===== src/rtl/boot_auth_seq.sv =====
module boot_auth_seq #(
  parameter int          AW          = 32,
  parameter int          IMAGE_BYTES = 16384,
  parameter int          NBANK       = 5,
  parameter logic [31:0] BANK_BASE   = 32'h0008_0000,
  parameter logic [31:0] BANK_STRIDE = 32'h0002_0000
) (
  input  logic          clk,
  input  logic          rst_n,
  input  logic          start,
  input  logic [2:0]    bank_sel,
  input  logic          role_secondary,
  input  logic          emu_present,
  input  logic [31:0]   key_w0,
  input  logic [31:0]   key_w1,
  input  logic [31:0]   key_w2,
  input  logic [31:0]   key_w3,
  output logic          mem_rd,
  output logic [AW-1:0] mem_addr,
  input  logic          mem_rvalid,
  input  logic [31:0]   mem_rdata,
  output logic [127:0]  mac_key,
  output logic          blk_valid,
  input  logic          blk_ready,
  output logic [127:0]  blk_data,
  output logic          blk_last,
  input  logic          tag_valid,
  input  logic [127:0]  tag_data,
  output logic          busy,
  output logic          pass,
  output logic          fail,
  output logic [AW-1:0] branch_addr,
  output logic          halt_req,
  output logic          notify_primary
);
  localparam int NRD = IMAGE_BYTES / 4;
  localparam int IW  = $clog2(NRD);
  localparam logic [IW-1:0] TAG_LO = IW'(1);
  localparam logic [IW-1:0] TAG_HI = IW'(4);

  typedef enum logic [2:0] {S_IDLE, S_READ, S_WAIT, S_SEND, S_TAG, S_LOCK} st_t;

  st_t           st;
  logic [IW-1:0] idx;
  logic [AW-1:0] entry;
  logic [127:0]  gold;
  logic          pass_q, fail_q, notify_q;

  wire       in_tag = (idx >= TAG_LO) && (idx <= TAG_HI);
  wire [1:0] slot   = idx[1:0];
  wire [1:0] gsel   = 2'(idx - TAG_LO);
  wire       accept = start && (st == S_IDLE) && (32'(bank_sel) < NBANK);
  wire       at_end = (idx == IW'(NRD - 1));

  assign mac_key        = {key_w0, key_w1, key_w2, key_w3};
  assign mem_rd         = (st == S_READ);
  assign mem_addr       = entry + (AW'(idx) << 1);
  assign blk_valid      = (st == S_SEND);
  assign blk_last       = blk_valid && at_end;
  assign busy           = (st == S_READ) || (st == S_WAIT) || (st == S_SEND) || (st == S_TAG);
  assign pass           = pass_q;
  assign fail           = fail_q;
  assign branch_addr    = pass_q ? entry : '0;
  assign halt_req       = (st == S_LOCK) && emu_present;
  assign notify_primary = notify_q;

  always_ff @(posedge clk) begin
    if (!rst_n) begin
      st       <= S_IDLE;
      idx      <= '0;
      entry    <= '0;
      blk_data <= '0;
      gold     <= '0;
      pass_q   <= 1'b0;
      fail_q   <= 1'b0;
      notify_q <= 1'b0;
    end else begin
      notify_q <= 1'b0;
      case (st)
        S_IDLE: if (accept) begin
          entry  <= AW'(BANK_BASE + BANK_STRIDE * 32'(bank_sel));
          idx    <= '0;
          pass_q <= 1'b0;
          fail_q <= 1'b0;
          st     <= S_READ;
        end
        S_READ: st <= S_WAIT;
        S_WAIT: if (mem_rvalid) begin
          blk_data[(3 - slot) * 32 +: 32] <= in_tag ? 32'hFFFF_FFFF : mem_rdata;
          if (in_tag) gold[(3 - gsel) * 32 +: 32] <= mem_rdata;
          if (slot == 2'd3) st <= S_SEND;
          else begin
            idx <= idx + 1'b1;
            st  <= S_READ;
          end
        end
        S_SEND: if (blk_ready) begin
          if (at_end) st <= S_TAG;
          else begin
            idx <= idx + 1'b1;
            st  <= S_READ;
          end
        end
        S_TAG: if (tag_valid) begin
          if (tag_data == gold) begin
            pass_q <= 1'b1;
            st     <= S_IDLE;
          end else begin
            fail_q <= 1'b1;
            if (role_secondary) begin
              notify_q <= 1'b1;
              st       <= S_IDLE;
            end else st <= S_LOCK;
          end
        end
        S_LOCK: st <= S_LOCK;
        default: st <= S_IDLE;
      endcase
    end
  end

  AST_STATUS_EXCL: assert property (@(posedge clk) disable iff (!rst_n)
    $onehot0({busy, pass, fail}));
  AST_RD_WHILE_BUSY: assert property (@(posedge clk) disable iff (!rst_n)
    mem_rd |-> busy);
  AST_BLK_HOLD: assert property (@(posedge clk) disable iff (!rst_n)
    blk_valid && !blk_ready |=> blk_valid && $stable(blk_data) && $stable(blk_last));
  AST_TAG_MASK_B0: assert property (@(posedge clk) disable iff (!rst_n)
    blk_valid && (idx == IW'(3)) |-> blk_data[95:0] == {96{1'b1}});
  AST_TAG_MASK_B1: assert property (@(posedge clk) disable iff (!rst_n)
    blk_valid && (idx == IW'(7)) |-> blk_data[127:96] == 32'hFFFF_FFFF);
  AST_PASS_AFTER_TAG: assert property (@(posedge clk) disable iff (!rst_n)
    $rose(pass) |-> $past(tag_valid));
  AST_PASS_BRANCH: assert property (@(posedge clk) disable iff (!rst_n)
    !pass |-> branch_addr == '0);
  AST_LOCK_HOLDS: assert property (@(posedge clk) disable iff (!rst_n)
    (st == S_LOCK) |=> (st == S_LOCK) && fail && !busy);
  AST_HALT_ON_FAIL: assert property (@(posedge clk) disable iff (!rst_n)
    halt_req |-> fail && emu_present);
  AST_NOTIFY_PULSE: assert property (@(posedge clk) disable iff (!rst_n)
    notify_primary |=> !notify_primary);
endmodule


===== config.mk =====
export PLATFORM = sky130hd
export DESIGN_NAME = boot_auth_seq
export DESIGN_NICKNAME = d
export VERILOG_FILES = /design/src/rtl/boot_auth_seq.sv
export SDC_FILE = /design/constraint.sdc
export NUM_CORES = 1
export LEC_CHECK = 0
export ABC_CLOCK_PERIOD_IN_PS = 3000
export BUFFER_PORTS_ARGS = -buffer_cell sky130_fd_sc_hd__buf_2
export CAP_MARGIN = 20
export CORE_AREA = 2 2 245 247
export DETAILED_ROUTE_END_ITERATION = 12
export DIE_AREA = 0 0 247 249
export PLACE_DENSITY = 0.54
export RECOVER_POWER = 100
export SYNTH_ARGS = -nofsm -noshare
export SYNTH_HDL_FRONTEND = slang
export SYNTH_SLANG_ARGS = --single-unit
export TNS_END_PERCENT = 100

===== constraint.sdc =====
create_clock -name clk -period 3 [get_ports clk]
set_input_delay 0.15 -clock clk [delete_from_list [all_inputs] [get_ports clk]]
set_output_delay 0.15 -clock clk [all_outputs]
set_load 0.01 [all_outputs]

==> flow_metrics.py, run 1 <==
metrics = {
    "status": {
        "outcome": "finished, final reports clean",
    },
    "layout": {
        "num-nets-final": 2109,
        "syn2layout_area_growth_pct": 17.7,
        "final_common_cell": "dfxtp_1",
        "layout_common_cells": "dfxtp_1 (278), nand2_1 (212), buf_2 (173)",
        "layout.filler_cells": 6350,
        "final_design_area_no_fill_um2": 16300,
        "layout-drive-gt1-share": 0.148,
    },
    "setup_path": {
        "cp_data_required_time_ns": 3.41,
        "setup.worst_path.start": "gold[76]",
        "worst-endpoint-arrival_ns": 3.27,
        "r2r_setup_slack_ns": 0.13,
        "worst_path_max_delay_cell": "nor4_1",
        "critical_path.cell_chain": "xor2_1, nor4_1, clkbuf_1, nand4_1, nor4_1, clkbuf_1, a21oi_1, or3b_1",
        "worst_setup_path_end_kind": "flop",
        "crit_path_max_fanout": 4,
        "critPathLaunchType": "flop",
        "timing.setup.critical_path_class": "reg2reg",
        "worst_reg2reg_startpoint": "gold[76]",
        "timing.reg2reg.worst_path_depth": 8,
        "worst_path_largest_cell_delay_ns": 0.56,
        "worst_r2r_endpoint": "fail",
        "capturing_instance_or_port_of_the_critical_path": "fail",
    },
    "sta": {
        "worst_clock_skew_ns": 0.0173,
        "max_slew_margin": 0.449,
        "final_min_period_over_clock_period": 0.955,
        "finalSetupTns_ns": 0,
        "rsz0062_at_grt": "no",
        "whs_ns": 0.0387,
        "finalSetupViolCount": 0,
        "timing_max_transition_violations_final": 0,
        "period_needed_ns": 2.87,
        "setup_slack_ns": 0.135,
        "fmax_mhz": 349,
        "timing_hold_violations_final": 0,
        "worst_slew_pin_slew_ns": 0.826,
    },
    "synth": {
        "synth_top_area_share": 0.402,
        "syn-cell-area_um2": 13800,
        "synth-simple-area-share": 0.209,
        "dominantRegCellSynth": "dfxtp_1",
        "synth_enable_flop_cells": 0,
        "synth_top_family_by_area": "simple AND/OR/NAND/NOR gates",
        "synth.yosys.seq_area_share": 0.402,
        "post_synth.cell_area_avg_um2": 8.54,
        "ys_seq_elements": 278,
        "synthDominantAreaCellType": "dfxtp_1",
        "compound_cell_area_share_of_the_yosys_netlist": 0.165,
        "ys.warnings.count": 0,
        "synthXorXnorAreaFrac": 0.0880,
        "post_synth_fa_ha_maj_area_fraction": 0.00633,
        "synth.area.mux_share": 0.00217,
        "synth_cell_type_count": 51,
        "synth.area.top_cells": "dfxtp_1 (40%), buf_4 (9.7%), xor2_1 (8.4%)",
        "asyncSetResetFlopFracSynth": 0,
        "netlist_instances": 1620,
    },
    "drt": {
        "dr.first_iter.drc_count": 661,
        "wl_per_cell_um": 22.5,
        "route.met2.wl_um": 27100,
        "maxUsedRoutingLayer": "met5",
        "drc": 0,
        "antenna_left": 0,
        "wl_met3_um": 4820,
        "drt-met1-wl_um": 24200,
        "drt_wl_total_um": 58500,
        "firstDrtPassIters": 5,
        "vias": 12000,
        "dr_vias_cell": 4.60,
    },
    "min_path": {
        "hold_path_startpoint": "blk_ready",
        "min_path_type": "in2reg",
    },
    "clock_network": {
        "setup_buffers_after_cts": 0,
        "worst_skew_pair.late_latency_ns": 0.53,
        "clk_transition_reported_paths_ns": 0.06,
        "cts-root-to-sink-buffers": 3,
        "root_buffer": "clkbuf_16",
        "htreeDepth": 2,
        "cts_tree": "done",
        "clock_sink_count": 278,
        "cts-buffers-inserted": 36,
    },
    "power_and_ir_drop": {
        "vdd.ir_drop.worst_mv": 0.267,
        "p_per_area_nw_per_um2": 546,
        "p_leak_nw": 6.12,
    },
    "run": {
        "max_cap_viol_count": 0,
    },
    "placement": {
        "dpl_worst_slack_ns": 0.285,
        "port_buffers": 326,
        "post_dp_cell_area_um2": 15200,
        "place_hpwl_um": 42000,
        "place_congestion": 0.781,
    },
    "global_route": {
        "antenna_found_initial": 13,
        "first_global_vias": 11800,
        "grt_overflow_total": 0,
        "global_route.usage.total": 0.183,
        "grt_start_max_net_pins": 138,
        "wire_length_of_the_first_global_routing_pass_um": 81800,
    },
    "die": {
        "die_width_um": 247,
        "starting_utilization_of_the_core_area": 0.236,
        "std_cell_rows": 89,
        "floorplan_die_area_um2": 61500,
        "core_area_um2": 58700,
        "die_y_um": 249,
        "io-pin-count": 627,
    },
}
==> cell type report <==
type | count | area (um^2) | area share
clock buffers | 54 | 1090 | 0.0669
well taps | 773 | 967 | 0.0594
flip-flops and latches | 278 | 5570 | 0.342
multi-input cells | 1104 | 6650 | 0.408
clock inverters | 7 | 90.1 | 0.00553
diodes | 6 | 15.0 | 0.000922
repair buffers | 375 | 1870 | 0.115
inverters | 8 | 30.0 | 0.00184
==> report_power, final <==
group	switching, mW	leakage (nW)	internal, mW	total [mW]
clock	1.69	0.576	2.67	4.36
sequential	0.0223	2.24	3.72	3.74
combinational	0.536	3.31	0.259	0.794
==> per-layer routing <==
layer | GRT usage | vias to the layer above
met1 | 0.224 | 5724
met5 | 0 | -
met4 | 0.0787 | 6
li1 | - | 5608
met3 | 0.0503 | 152
met2 | 0.299 | 484
==> sequential cells by signal (all words and copies together), names as in the netlist <==
name and cells:
blk_data 128, pass 1, gold 128, idx 12, st 3, notify_primary 1, fail 1, entry 4
==> Yosys cell counts (all sizes together) (7+ instances only) <==
cell and number:
nor4 39, nand2 214, ha 7, xnor2 7, nor2b 64, a22oi 59, xor2 132, nor2 25
buf 189, dfxtp 278, nand4 18, clkbuf 84, a21boi 103, o21bai 32, inv 8, o21ai 133
and2 106, nand3 80
==> stage by stage <==
stage	power (mW)	util	std cells
final	8.89	0.277	2605
after global placement	4.62	0.259	2525
after detailed placement	4.63	0.259	2525
after CTS	9.05	0.281	2599
after floorplan	4.41	-	1663
after global routing	9.24	0.277	2602
==> worst min-delay path by stage <==
stage                        end  slack (ns)  depth (start not counted)
detailed placement  mac_key[112]        0.30                          0
global placement    mac_key[112]        0.30                          0
finish                     st[0]        0.04                          4
floorplan              gold[120]        0.30                          2
global route           gold[126]        0.03                          3
CTS                        st[0]       0.002                          4
==> kinds of logic after synthesis <==
logic type | after synthesis
XOR/XNOR | 139
multiplexers | 3
buffers and inverters | 281
other | 1
adder cells (fa/ha/maj) | 7
AND/OR/NAND/NOR | 564
AO/OA/AOI/OAI | 347
flip-flops | 278
==> critical path, delay by kind of cell (launching register included) <==
kind / cells / cell delay, ns
flip-flops: 1 / 0.32
XOR/XNOR: 1 / 0.17
buffers and inverters: 2 / 0.68
AO/OA/AOI/OAI: 1 / 0.10
AND/OR/NAND/NOR: 4 / 1.46
==> repair_timing <==
| action | CTS | global route |
|---|---|---|
| hold buffers | 13 | 0 |
| hold endpoints to repair | 20 | 0 |
| gates resized for setup | 0 | 0 |
No activity file was read; power rests on OpenSTA's default activity.
==> inputs of run 2 (changes only) <==
==> constraint.sdc (replaced) <==
create_clock -name clk -period 3 [get_ports clk]
set_input_delay 0.3 -clock clk [delete_from_list [all_inputs] [get_ports clk]]
set_output_delay 0.3 -clock clk [all_outputs]
set_load 0.01 [all_outputs]
==> flow_metrics.py, run 2 (synthesized netlist as in run 1, its figures left out) <==
metrics = {
    "status": {
        "outcome": "finished, final reports clean",
    },
    "drt": {
        "drc": 0,
        "antenna_left": 0,
        "drt_wl_total_um": 57700,
        "dr_vias_cell": 4.62,
        "firstDrtPassIters": 5,
        "dr.first_iter.drc_count": 728,
        "vias": 12000,
        "wl_per_cell_um": 22.2,
    },
    "layout": {
        "final_common_cell": "dfxtp_1",
        "layout-drive-gt1-share": 0.152,
        "leading_registers_by_flop_count": "blk_data x128, gold x128, idx x12",
        "final_design_area_no_fill_um2": 16200,
        "layout_common_cells": "dfxtp_1 (278), nand2_1 (212), buf_2 (178)",
        "num-nets-final": 2096,
        "syn2layout_area_growth_pct": 17.4,
        "layout.core_utilization": 0.277,
    },
    "power_and_ir_drop": {
        "net_sw_frac": 0.252,
        "share_clk_of_total_power": 0.503,
        "sequentialPowerShare": 0.412,
        "post-layout-total-power_mw": 9.08,
        "vdd.ir_drop.worst_mv": 0.430,
        "comb_power_share": 0.085,
        "p_leak_nw": 6.09,
        "internal_power_mw": 6.79,
        "p_per_area_nw_per_um2": 559,
        "switchingPower_mw": 2.29,
    },
    "setup_path": {
        "critPathLaunchType": "flop",
        "worst_path_largest_cell_delay_ns": 1.02,
        "critical_path_cell_count": 7,
        "critical_path.cell_chain": "xor2_1, nor4_1, nand4_1, nor4_1, clkbuf_1, a21oi_1, or3b_1",
        "worst-endpoint-arrival_ns": 3.32,
        "worst_setup_path_end_kind": "flop",
        "r2r_setup_slack_ns": 0.11,
        "path_common_cell": "nor4_1",
        "timing.reg2reg.worst_path_depth": 7,
        "cp_data_required_time_ns": 3.43,
        "worst_reg2reg_startpoint": "gold[51]",
        "setup.worst_path.start": "gold[51]",
        "path_delay_family": "simple AND/OR/NAND/NOR gates",
        "timing.setup.critical_path_class": "reg2reg",
        "worst_path_max_delay_cell": "nor4_1",
        "crit_path_max_fanout": 4,
        "critical_path_buf_inv_count": 1,
    },
    "sta": {
        "final_min_period_over_clock_period": 0.965,
        "rsz0062_at_grt": "no",
        "max_slew_margin": 0.169,
        "worst_clock_skew_ns": 0.0321,
        "setup_slack_ns": 0.106,
        "period_needed_ns": 2.89,
        "finalSetupViolCount": 0,
        "finalSetupTns_ns": 0,
        "worst_slew_pin_slew_ns": 1.24,
        "fmax_mhz": 346,
        "timing_hold_violations_final": 0,
        "timing_max_transition_violations_final": 0,
    },
    "global_route": {
        "wire_length_of_the_first_global_routing_pass_um": 80700,
        "first_global_vias": 11600,
        "grt_overflow_total": 0,
        "antenna_found_initial": 16,
        "global_route.usage.total": 0.181,
        "grt_start_max_net_pins": 128,
    },
    "clock_network": {
        "cts.hold.buffers_added": 0,
        "htreeDepth": 2,
        "cts-buffers-inserted": 36,
        "cts_tree": "done",
        "worst_skew_pair.late_latency_ns": 0.55,
        "clk_transition_reported_paths_ns": 0.05,
        "setup_buffers_after_cts": 0,
        "number_of_instances_resized_during_post_cts_repair": 0,
        "cts-root-to-sink-buffers": 3,
        "clock_sink_count": 278,
        "root_buffer": "clkbuf_16",
    },
    "run": {
        "max_cap_viol_count": 0,
    },
    "min_path": {
        "hold_path_startpoint": "bank_sel[1]",
        "min_path_type": "in2reg",
        "holdPathStages": 3,
    },
    "placement": {
        "post_dp_cell_area_um2": 15200,
        "place_congestion": 0.793,
        "port_buffers": 326,
        "dpl_worst_slack_ns": 0.00346,
        "place_hpwl_um": 42100,
    },
    "die": {
        "die_width_um": 247,
        "starting_utilization_of_the_core_area": 0.236,
        "core_area_um2": 58700,
        "die_y_um": 249,
        "io-pin-count": 627,
        "floorplan_die_area_um2": 61500,
        "std_cell_rows": 89,
    },
}
run 2: cell types whose count changed in the layout (fill, tap and decap cells not counted), moves of 2 or more:
cell and delta:
inv_6 +3, clkbuf_1 -4, clkinv_4 +2, buf_2 +5, clkbuf_8 -5, bufinv_16 +3
diode_2 +2, and2_1 -8, dlygate4sd3_1 -13, and2_0 +8
run 2: cell type report:
class / instances / area, um^2
Multi-Input combinational cell: 1104 / 6660
Timing Repair Buffer: 362 / 1740
Fill cell: 6352 / 42500
Antenna cell: 8 / 20.0
Clock inverter: 15 / 224
Inverter: 8 / 30.0
Sequential cell: 278 / 5570
Clock buffer: 48 / 1020
Tap cell: 773 / 967
run 2: worst paths after layout:
path | to
hold / removal | entry[18]
setup reg to reg | fail
setup / recovery | fail
hold reg to reg | blk_data[30]
run 2: power groups by stage:
| stage | clock network (mW) | logic [mW] | registers (mW) |
|---|---|---|---|
| after floorplan | 0 | 0.577 | 3.83 |
| after global placement | 0 | 0.789 | 3.82 |
| after detailed placement | 0 | 0.793 | 3.82 |
| after CTS | 4.69 | 0.797 | 3.74 |
| after global routing | 4.83 | 0.837 | 3.74 |
| final | 4.56 | 0.772 | 3.74 |
run 2: worst min-delay path, delay by kind of cell:
family,cells,cell delay (ns)
AND/OR/NAND/NOR,1,0.09
multiplexers,1,0.06
buffers and inverters,1,0.09
run 2: per-stage QoR:
step / hold slack [ns] / instances
finish: 0.0353 / 2596
global route: 0.0406 / 2592
CTS: 0.00149 / 2588
detailed placement: 0.446 / 2525
global placement: 0.439 / 2525
floorplan: 0.443 / 1663
run 2: per-layer routing:
metal	part of all wire	global-route usage
met1	0.41	0.223
met5	0.00014	0
met2	0.47	0.294
met3	0.081	0.0455
met4	0.041	0.0831
==> inputs of run 3 (changes only) <==
--- a/config.mk
+++ b/config.mk
@@ -9,8 +9,11 @@
 export BUFFER_PORTS_ARGS = -buffer_cell sky130_fd_sc_hd__buf_2
 export CAP_MARGIN = 20
 export CORE_AREA = 2 2 245 247
+export CTS_CLUSTER_SIZE = 16
 export DETAILED_ROUTE_END_ITERATION = 12
 export DIE_AREA = 0 0 247 249
+export HOLD_SLACK_MARGIN = 0.06
+export MAX_ROUTING_LAYER = met4
 export PLACE_DENSITY = 0.54
 export RECOVER_POWER = 100
 export SYNTH_ARGS = -nofsm -noshare
==> flow_metrics.py, run 3 (synthesized netlist as in run 1, its figures left out) <==
metrics = {
    "layout": {
        "final_common_cell": "dfxtp_1",
        "syn2layout_area_growth_pct": 17.8,
        "final_design_area_no_fill_um2": 16300,
        "leading_registers_by_flop_count": "blk_data x128, gold x128, idx x12",
        "num-nets-final": 2101,
        "layout_common_cells": "dfxtp_1 (278), nand2_1 (212), buf_2 (177)",
        "layout-drive-gt1-share": 0.151,
    },
    "setup_path": {
        "critical_path_buf_inv_count": 1,
        "cp_data_required_time_ns": 3.43,
        "critPathLaunchType": "flop",
        "path_delay_family": "simple AND/OR/NAND/NOR gates",
        "crit_path_max_fanout": 4,
        "worst_setup_path_end_kind": "flop",
        "path_common_cell": "nor4_1",
        "worst_path_max_delay_cell": "nor4_1",
        "r2r_setup_slack_ns": 0.13,
        "worst_path_largest_cell_delay_ns": 0.99,
        "worst-endpoint-arrival_ns": 3.30,
        "timing.setup.critical_path_class": "reg2reg",
        "critical_path.cell_chain": "xor2_1, nor4_1, nand4_1, nor4_1, clkbuf_1, a21oi_1, or3b_1",
    },
    "status": {
        "outcome": "finished, final reports clean",
    },
    "placement": {
        "post_dp_cell_area_um2": 15200,
        "port_buffers": 326,
        "place_hpwl_um": 42100,
        "place_congestion": 0.804,
        "dpl_worst_slack_ns": 0.00346,
    },
    "power_and_ir_drop": {
        "vdd.ir_drop.worst_mv": 0.431,
        "p_leak_nw": 6.11,
        "p_per_area_nw_per_um2": 558,
    },
    "sta": {
        "setup_slack_ns": 0.131,
        "max_slew_margin": 0.194,
        "worst_clock_skew_ns": 0.0315,
        "timing_hold_violations_final": 0,
        "timing_max_transition_violations_final": 0,
        "finalSetupViolCount": 0,
        "period_needed_ns": 2.87,
        "worst_slew_pin_slew_ns": 1.20,
        "rsz0062_at_grt": "no",
        "final_min_period_over_clock_period": 0.956,
        "fmax_mhz": 349,
        "finalSetupTns_ns": 0,
    },
    "drt": {
        "drt_wl_total_um": 57800,
        "firstDrtPassIters": 5,
        "vias": 12000,
        "dr_vias_cell": 4.60,
        "antenna_left": 0,
        "wl_per_cell_um": 22.2,
        "dr.first_iter.drc_count": 836,
        "drc": 0,
    },
    "clock_network": {
        "worst_skew_pair.late_latency_ns": 0.55,
        "clock_sink_count": 278,
        "root_buffer": "clkbuf_16",
        "cts_tree": "done",
        "cts-root-to-sink-buffers": 3,
        "htreeDepth": 2,
        "cts-buffers-inserted": 36,
        "clk_transition_reported_paths_ns": 0.06,
        "number_of_instances_resized_during_post_cts_repair": 0,
    },
    "die": {
        "die_width_um": 247,
        "floorplan_die_area_um2": 61500,
        "core_area_um2": 58700,
        "std_cell_rows": 89,
        "die_y_um": 249,
        "io-pin-count": 627,
        "starting_utilization_of_the_core_area": 0.236,
    },
    "min_path": {
        "min_path_type": "in2reg",
    },
    "global_route": {
        "grt_overflow_total": 0,
        "global_route.usage.total": 0.187,
        "wire_length_of_the_first_global_routing_pass_um": 80800,
        "grt_start_max_net_pins": 128,
        "antenna_found_initial": 17,
        "first_global_vias": 11700,
    },
    "run": {
        "max_cap_viol_count": 0,
    },
}
[run 3: layout make-up]
cell class | count | area (um^2)
clock buffers | 48 | 1020
flip-flops and latches | 278 | 5570
repair buffers | 367 | 1790
inverters | 8 | 30.0
well taps | 773 | 967
clock inverters | 15 | 224
diodes | 9 | 22.5
fillers | 6352 | 42400
multi-input cells | 1104 | 6660
[run 3: worst paths after layout]
check | from | end | depth (start not counted)
setup / recovery | gold[51] | fail | 7
hold / removal | mem_rdata[28] | gold[124] | 3
setup reg to reg | gold[51] | fail | 7
hold reg to reg | blk_data[30] | blk_data[30] | 2
[run 3: power by group]
part / switching, mW / total, mW / internal (mW)
clock network: 1.75 / 4.57 / 2.82
logic: 0.525 / 0.777 / 0.252
registers: 0.0229 / 3.74 / 3.72
[run 3: through the flow]
stage	utilization	total power, mW	hold WS (ns)	instances
floorplan	-	4.41	0.443	1663
global placement	0.259	4.61	0.439	2525
detailed placement	0.259	4.62	0.446	2525
CTS	0.281	9.24	0.0889	2593
global route	0.277	9.43	0.114	2600
finish	0.277	9.09	0.127	2602
[run 3: repair_timing]
item / CTS / global route
buffers inserted: 0 / 0
hold buffers: 5 / 0
hold endpoints to repair: 6 / 0
[run 3: routing by layer]
metal	up-vias	GRT usage	part of all wire
met2	522	0.292	0.46
met3	151	0.0468	0.080
met4	0	0.0871	0.042
met1	5690	0.224	0.41
met5	-	-	0
li1	5606	-	-
[run 3: tightest hold or removal path, stage by stage]
cell      delay (ns)
buf_2           0.17
nand3_1         0.08
a21boi_0        0.07
